$ cat config.mk
export PLATFORM = sky130hd
export DESIGN_NAME = rx_level_fifo
export DESIGN_NICKNAME = d
export VERILOG_FILES = /design/src/rtl/rx_level_fifo_pkg.sv /design/src/rtl/rx_level_fifo_dp.sv /design/src/rtl/rx_level_fifo_ctrl.sv /design/src/rtl/rx_level_fifo.sv
export SDC_FILE = /design/constraint.sdc
export NUM_CORES = 1
export LEC_CHECK = 0
export BUFFER_PORTS_ARGS = -buffer_cell sky130_fd_sc_hd__buf_4
export CORE_UTILIZATION = 50
export DETAILED_ROUTE_END_ITERATION = 6
export PLACE_DENSITY_LB_ADDON = 0.08
export SETUP_SLACK_MARGIN = 0.2
export SLEW_MARGIN = 20
export SYNTH_ARGS = -nofsm -noshare
export SYNTH_HDL_FRONTEND = slang
export SYNTH_HIERARCHICAL = 1
export SYNTH_SLANG_ARGS = --single-unit
$ cat constraint.sdc
create_clock -name clk -period 3.1 [get_ports clk]
set_input_delay 0.62 -clock clk [delete_from_list [all_inputs] [get_ports clk]]
set_output_delay 0.62 -clock clk [all_outputs]
set_load 0.02 [all_outputs]
$ cat src/rtl/rx_level_fifo_pkg.sv
package rx_level_fifo_pkg;
  // per-cycle commands from control to datapath
  typedef struct packed {
    logic wrEn;    // store one byte
    logic rdEn;    // release one byte
    logic srcBuf;  // 1: byte comes from the buffer-read path
  } fifoStrobe_t;

  // low-water limit is the select code plus this base
  localparam int LOW_BASE = 2;
endpackage

$ cat src/rtl/rx_level_fifo_dp.sv
module rx_level_fifo_dp
  import rx_level_fifo_pkg::*;
#(
  parameter int DEPTH = 8,
  parameter int DW    = 8
) (
  input  logic                         clk,
  input  logic                         rstN,
  input  fifoStrobe_t                  strobe,
  input  logic [DW-1:0]                slvData,
  input  logic [DW-1:0]                bufData,
  output logic [DW-1:0]                popData,
  output logic [$clog2(DEPTH+1)-1:0]   occ
);
  localparam int AW = (DEPTH > 1) ? $clog2(DEPTH) : 1;
  localparam int CW = $clog2(DEPTH + 1);
  localparam bit POW2 = (DEPTH == (1 << AW));

  logic [DW-1:0] mem [DEPTH];
  logic [AW-1:0] wrPtr, rdPtr;
  logic [AW-1:0] wrPtrNxt, rdPtrNxt;
  logic [DW-1:0] wrData;

  assign wrData = strobe.srcBuf ? bufData : slvData;

  // pointer wrap: natural overflow for power-of-two depths, compare otherwise
  generate
    if (POW2) begin : g_wrapPow2
      assign wrPtrNxt = wrPtr + AW'(1);
      assign rdPtrNxt = rdPtr + AW'(1);
    end else begin : g_wrapCmp
      assign wrPtrNxt = (wrPtr == AW'(DEPTH - 1)) ? '0 : wrPtr + AW'(1);
      assign rdPtrNxt = (rdPtr == AW'(DEPTH - 1)) ? '0 : rdPtr + AW'(1);
    end
  endgenerate

  always_ff @(posedge clk) begin
    if (strobe.wrEn) mem[wrPtr] <= wrData;
  end

  always_ff @(posedge clk or negedge rstN) begin
    if (!rstN) begin
      wrPtr   <= '0;
      rdPtr   <= '0;
      occ     <= '0;
      popData <= '0;
    end else begin
      if (strobe.wrEn) wrPtr <= wrPtrNxt;
      if (strobe.rdEn) begin
        rdPtr   <= rdPtrNxt;
        popData <= mem[rdPtr];
      end
      case ({strobe.wrEn, strobe.rdEn})
        2'b10:   occ <= occ + CW'(1);
        2'b01:   occ <= occ - CW'(1);
        default: occ <= occ;
      endcase
    end
  end
endmodule

$ cat src/rtl/rx_level_fifo_ctrl.sv
module rx_level_fifo_ctrl
  import rx_level_fifo_pkg::*;
#(
  parameter int DEPTH      = 8,
  parameter int HIGH_MARK  = 7,
  parameter int SETTLE_CYC = 3000
) (
  input  logic                         clk,
  input  logic                         rstN,
  input  logic                         slvPush,
  input  logic                         bufRead,
  input  logic                         loadEn,
  input  logic                         pop,
  input  logic [1:0]                   lvlSel,
  input  logic                         fifoIntClr,
  input  logic [$clog2(DEPTH+1)-1:0]   occ,
  output fifoStrobe_t                  strobe,
  output logic                         flagHigh,
  output logic                         flagLow,
  output logic                         fifoInt
);
  localparam int CW = $clog2(DEPTH + 1);
  localparam int TW = $clog2(SETTLE_CYC + 1);

  logic          isFull, isEmpty, bufPush, anyPush, restart, publish;
  logic          nextHigh, nextLow, riseEv;
  logic [CW-1:0] lowLim;
  logic [TW-1:0] settleCnt;

  assign isFull  = (occ == CW'(DEPTH));
  assign isEmpty = (occ == '0);
  assign bufPush = bufRead && loadEn;
  assign anyPush = slvPush || bufPush;

  // slave receiver has priority over the buffer-read copy
  assign strobe.rdEn   = pop && !isEmpty;
  assign strobe.wrEn   = anyPush && (!isFull || strobe.rdEn);
  assign strobe.srcBuf = !slvPush;

  assign restart = strobe.wrEn || strobe.rdEn;
  assign publish = (settleCnt == TW'(1)) && !restart;

  assign lowLim   = CW'(lvlSel) + CW'(LOW_BASE);
  assign nextHigh = (occ >= CW'(HIGH_MARK));
  assign nextLow  = (occ < lowLim);
  assign riseEv   = publish && ((nextHigh && !flagHigh) || (nextLow && !flagLow));

  always_ff @(posedge clk or negedge rstN) begin
    if (!rstN) begin
      settleCnt <= '0;
      flagHigh  <= 1'b0;
      flagLow   <= 1'b1;
      fifoInt   <= 1'b0;
    end else begin
      if (restart)              settleCnt <= TW'(SETTLE_CYC);
      else if (settleCnt != '0) settleCnt <= settleCnt - TW'(1);

      if (publish) begin
        flagHigh <= nextHigh;
        flagLow  <= nextLow;
      end

      if (riseEv)          fifoInt <= 1'b1;
      else if (fifoIntClr) fifoInt <= 1'b0;
    end
  end
endmodule

$ cat src/rtl/rx_level_fifo.sv
module rx_level_fifo
  import rx_level_fifo_pkg::*;
#(
  parameter int DEPTH      = 8,
  parameter int HIGH_MARK  = 7,
  parameter int SETTLE_CYC = 3000
) (
  input  logic       clk,
  input  logic       rstN,
  input  logic       slvPush,
  input  logic [7:0] slvData,
  input  logic       bufRead,
  input  logic [7:0] bufData,
  input  logic       loadEn,
  input  logic       pop,
  output logic [7:0] popData,
  input  logic [1:0] lvlSel,
  output logic       flagHigh,
  output logic       flagLow,
  input  logic       fifoIntClr,
  output logic       fifoInt
);
  localparam int CW = $clog2(DEPTH + 1);

  fifoStrobe_t   strobe;
  logic [CW-1:0] occ;

  rx_level_fifo_ctrl #(
    .DEPTH(DEPTH), .HIGH_MARK(HIGH_MARK), .SETTLE_CYC(SETTLE_CYC)
  ) u_ctrl (
    .clk(clk), .rstN(rstN), .slvPush(slvPush), .bufRead(bufRead),
    .loadEn(loadEn), .pop(pop), .lvlSel(lvlSel), .fifoIntClr(fifoIntClr),
    .occ(occ), .strobe(strobe), .flagHigh(flagHigh), .flagLow(flagLow),
    .fifoInt(fifoInt)
  );

  rx_level_fifo_dp #(.DEPTH(DEPTH), .DW(8)) u_dp (
    .clk(clk), .rstN(rstN), .strobe(strobe), .slvData(slvData),
    .bufData(bufData), .popData(popData), .occ(occ)
  );
endmodule

### After elaboration in Yosys (flattened, before gate mapping)

Memories as Yosys holds them, arrays and structs flattened. A register that Yosys moved wholly into a read port is not among the register bits.
Cells that the tools add are included.

| cells by class | value |
|---|---|
| add/subtract/negate cells | 6 |
| magnitude comparators | 2 |
| equality and inequality tests | 4 |
| multiplexer cells | 8 |
| reduce and logical (&&, ||, !) cells | 22 |

Operators by type and width:

| kind | number |
|---|---|
| 12-bit 2-to-1 mux | 2 |
| 12-bit by 1-bit == test with 1-bit output (second input constant) | 1 |
| 12-bit nonzero test | 1 |
| 12-bit by 1-bit subtractor with 12-bit output (second input constant) | 1 |
| 8-bit 2-to-1 mux | 1 |
| 4-bit case mux with 2 select lines | 1 |
| 1-bit logical AND | 7 |
| 3-bit by 1-bit adder with 3-bit output (second input constant) | 2 |
| 1-bit zero test | 6 |
| 2-bit nonzero test | 3 |
| 4-bit by 1-bit adder with 4-bit output (second input constant) | 1 |
| 4-bit == test (second input constant) | 1 |
| 4-bit by 3-bit >= comparator with 1-bit output (second input constant) | 1 |
| 4-bit zero test | 1 |
| 1-bit logical OR | 4 |
| 4-bit < comparator | 1 |
| 1-bit 2-to-1 mux | 4 |
| 4-bit by 1-bit subtractor with 4-bit output (second input constant) | 1 |
| 2-bit by 2-bit adder with 3-bit output (second input constant) | 1 |
| 2-bit by 1-bit == test with 1-bit output (second input constant) | 1 |
| 2-bit == test (second input constant) | 1 |

| word-level totals | value |
|---|---|
| flip-flop bits (word level) | 25 |
| memory bits (writable) | 64 |
| bits of input ports | 25 |
| output and inout port bits | 11 |
| word-level logic and storage cells | 50 |
| memories | 1 |

Memories:

| name | words | bits a word | rd ports | clocked after Yosys merged registers in | wr ports | RTL line | RTL |
|---|---|---|---|---|---|---|---|
| u_dp.mem | 8 | 8 | 1 | 1 | 1 | rx_level_fifo_dp.sv:19 | `logic [DW-1:0] mem [DEPTH];` |

### Logic depth before layout (Yosys ltp)

| logic depth | value |
|---|---|
| word-level depth | 10 |
| depth in mapped cells | 10 |
| mapped depth without buffers | 10 |

### Modules after synthesis

Netlist, hierarchy kept.

Modules (own cells, without submodules):

| module | times used | cells an instance | area each (sq um) | seq. area each (sq um) |
|---|---|---|---|---|
| rx_level_fifo_dp | 1 | 218 | 3435.8 | 2372.3 |
| rx_level_fifo_ctrl | 1 | 94 | 904.6 | 376.6 |

### Worst setup path after synthesis

Ideal clock, no wire load.

| timing | value |
|---|---|
| path type | input port to flip-flop |
| start | input bufRead |
| end | register u_dp.occ[2] |
| setup time | 128 ps |
| arrival time | 2182 ps |
| required time | 2972 ps |
| slack | 789 ps |
| stages | 10 |
| path buffers | 0 |
| cell sequence | a21oi_1 -> a21oi_1 -> inv_1 -> ha_1 -> xor2_1 -> ha_1 -> a21oi_1 -> xor2_1 -> nor2_1 -> xor2_1 |

RTL lines:

| what | RTL line | RTL |
|---|---|---|
| start, declared | rx_level_fifo.sv:12 | `input logic bufRead,` |
| end signal, assigned | rx_level_fifo_dp.sv:54 | `2'b10: occ <= occ + CW'(1);` |
| end signal, assigned | rx_level_fifo_dp.sv:55 | `2'b01: occ <= occ - CW'(1);` |
| end, declared | rx_level_fifo_dp.sv:13 | `output logic [$clog2(DEPTH+1)-1:0] occ` |

==> summary.md <==
The floorplan step set the die height to 95.2 um. Row generation in the floorplan step produced 33 rows. Setup repair after global routing left no endpoint under its margin. The congestion estimate from routability-driven global placement came to 0.764. For the wire length of the first global-routing pass, the log shows 12,700 um. The maximum clock frequency was 395 MHz. The post-synthesis share of cell area spent on full adders, half adders and majority gates came out at 0.0288.

Power spread over the standard cell area amounts to 835 nW/um^2. The tools report the met1 usage as 0.282. After layout, the minimum clock period comes to 2530 ps. Leaving out fill and tap cells, the most frequent cell in the layout is edfxtp_1.

The path class of the tightest hold or removal check is input port to asynchronous set/reset pin. Layer with the highest usage after global routing: met2. Switching share of power: 0.340. In the layout the commonest cells are edfxtp_1 (64), buf_4 (46), dfrtp_1 (32), mux2i_1 (32), inv_1 (17). The signal arrival time at the worst endpoint is 2770 ps, and the remaining max-slew budget at the tightest pin is 0.423. Fraction of final layout cells with drive strength greater than 1: 0.240. The clock reaches the later pin of the worst-skew pair after 360 ps. TritonCTS created 9 clock buffers.

The overall fraction of global-route tracks in use is 0.194. The fraction of synthesis flops using an asynchronous set or reset pin was 0.340. The met2 layer usage reported by global route is 0.289.

The area fraction in and, or, nand and nor cells after synthesis is 0.0914, and the final period utilization is 0.816. Across the run, the number of max-cap violations was 0. The global routing met3 resource utilization is 0.0311, and the area enclosed by the die boundary is 9060 um^2. The first detailed-routing pass ran for 7 iterations. The layout overhead on the synthesized area was 13.8%; the clock net sink count was 97.

The synthesized design contains 64 enable-type register cells. The most used flip-flop cell after synthesis is edfxtp_1. The smallest setup slack after layout is 569 ps. TritonCTS built the clock tree. The post-route setup TNS is 0 ps, and the power dissipated by switching net loads is 1.40 mW.

CTS placed an instance of clkbuf_8 at the clock tree root. The tools report the critical path launch point type as a register. The logs give 0 for the total setup violations reported at the end of the flow and 0.332 for the combinational share of power. The logs give 2,425 for the number of global-route vias before repair and 2,534 for the via count.

The run finished with clean final reports. For the number of unique standard cell types used by synthesis, the log shows 49. The type of destination of the critical path is a register.

The top fanout value on the critical path was 9. Number of remaining DRC errors: 0. The logs give 184 ps for the worst hold slack after final layout and 502 ps for the post-place setup slack.

Category of the most critical setup path: register to register. The depth of the CTS H-tree is 3, and the worst-case clock skew is 14.2 ps. The xor and xnor fraction of the mapped netlist area was 0.0303. The total overflow left after global routing is 0. The placed wire-length estimate after detailed placement is 5100 um, and the measured slew at the worst slew-check pin is 862 ps. The number of placed I/O pins is 36, and the quantity of gates resized following cts is 0. The sequential-to-total area share from yosys stat was 0.633; the average routed wire per standard cell was 17.1 um. For the sequential share of power, the log shows 0.454. The area of the core was 8300 um^2.

The complex-gate fraction of the synthesized area is 0.0703, and the gate count of the mapped netlist is 312. The number of slew-limit violations in the final report is 0, and the maximum number of pins on one net before global-route repair is 35. Input and output buffers added on the ports amount to 35. The tools report the cell area after technology mapping as 4340 um^2. In this run the horizontal extent of the chip is 95.2 um. The largest family of logic cells by synthesized area is multiplexers. After clock tree synthesis, the clock-pin slew on the worst setup and hold paths is 100 ps. In this run the mean area of a mapped cell was 13.9 um^2. The residual antenna-violating net count after detailed routing is 0, and the synthesized net count is 347. The internal power is 2.72 mW, and the post-synthesis register bit count is 97. The count of endpoints failing hold in the final timing report is 0. The tools report the maximum clock path buffer count as 2. For this design the static power due to leakage is 1.94 nW.

The clock network fraction of design power was 0.215. Initial core utilization: 0.523. The share of synthesized area spent on multiplexers was 0.109; the layout net count was 393. The required time at the endpoint of the critical path is 3340 ps, and the diode insertion count for antenna repair is 0. The routed design has 7980 um of wire. The post-CTS setup repair buffer count is 0.

IR analysis of the VDD net gives a maximum drop of 0.000388 V. The Yosys warning count came out at 6. After detailed routing, the number of vias per cell comes to 5.41. The number of hold buffers added after CTS was 0. Initial antenna violation count: 0. The iteration-0 DRC count of the detailed router was 119; the post-layout utilization of the core was 0.595.
[synthesized netlist by cell type, types with 2 or more instances]
cell type / count / area [um^2]
edfxtp_1: 64 / 1920
dfrtp_1: 32 / 801
mux2i_1: 32 / 320
inv_1: 17 / 63.8
a22oi_1: 16 / 120
nor2_1: 16 / 60.1
mux2_2: 11 / 124
nand2_1: 11 / 41.3
ha_1: 10 / 125
nand3_1: 10 / 50.1
xnor2_1: 9 / 78.8
nor3_1: 8 / 40.0
a21oi_1: 7 / 35.0
o21ai_1: 7 / 35.0
xor2_1: 6 / 52.6
nand2b_1: 5 / 31.3
o21ai_0: 4 / 20.0
buf_2: 3 / 15.0
nor4_1: 3 / 18.8
or3_2: 3 / 22.5
a211oi_1: 2 / 15.0
a22o_1: 2 / 17.5
buf_12: 2 / 40.0
buf_6: 2 / 22.5
clkbuf_1: 2 / 7.51
clkbuf_2: 2 / 10.0
mux2_4: 2 / 30.0
nor2b_1: 2 / 12.5
o31ai_1: 2 / 15.0
[cell type report]
cell class,instances,area [um^2]
fill,646,3360
sequential,97,2750
multi-input combinational,187,1430
timing repair buffer,46,345
clock buffer,11,151
tap,105,131
clock inverter,5,67.6
inverter,17,63.8
[registers in the layout, summed over array words and instances, names as in the netlist]
name and flops:
u_ctrl/flagHigh 1, u_ctrl/flagLow 1, u_dp/mem 64, u_dp/rdPtr 3, u_ctrl/fifoInt 1, u_ctrl/settleCnt 12
u_dp/popData 8, u_dp/wrPtr 3, u_dp/occ 4
[cells by family (layout without fill, tap and decap cells)]
family                   Yosys count  count (layout)
flip-flops                        97              97
AND/OR/NAND/NOR                   71              71
AO/OA/AOI/OAI                     46              46
multiplexers                      45              45
buffers and inverters             28              79
XOR/XNOR                          15              15
adder cells (fa/ha/maj)           10              10
[metrics by stage]
stage	total power, mW	cell area [um^2]	instances
after floorplan	2.92	4340	312
after global placement	3.24	4720	452
after detailed placement	3.27	4720	452
after CTS	4.16	4940	468
after global routing	4.39	4940	468
final	4.13	4940	468
[layer usage]
metal | vias up | routed length (um)
met5 | - | 0
met3 | 12 | 336
met4 | 0 | 111
met2 | 54 | 3780
li1 | 1245 | -
met1 | 1223 | 3760
[power groups by stage]
stage	registers [mW]	clock network, mW	logic, mW
floorplan	1.93	0	0.986
global placement	1.89	0	1.35
detailed placement	1.90	0	1.37
CTS	1.87	0.912	1.38
global route	1.92	0.965	1.51
finish	1.87	0.887	1.37
[critical path, cell delays in order, from the launching register on]
cell     delay (ps)
dfrtp_1         490
nor4b_1         480
a21oi_1         270
inv_1           130
ha_1            240
xor2_1          100
ha_1            190
a21oi_1         140
xor2_1          170
nor2_1           70
xor2_1          140
[final timing paths]
kind | slack [ps] | endpoint | start | cells after the start
setup / recovery | 570 | u_dp/occ[2] | u_dp/occ[1] | 10
min in group clk | 520 | u_dp/popData[0] | u_dp/popData[0] | 2
hold / removal | 180 | u_ctrl/settleCnt[4] | rstN | 1
setup reg to reg | 570 | u_dp/occ[2] | u_dp/occ[1] | 10
hold reg to reg | 520 | u_dp/popData[0] | u_dp/popData[0] | 2
max in group asynchronous | 2560 | u_ctrl/flagLow | rstN | 1
(Power assumes the default switching activity.)
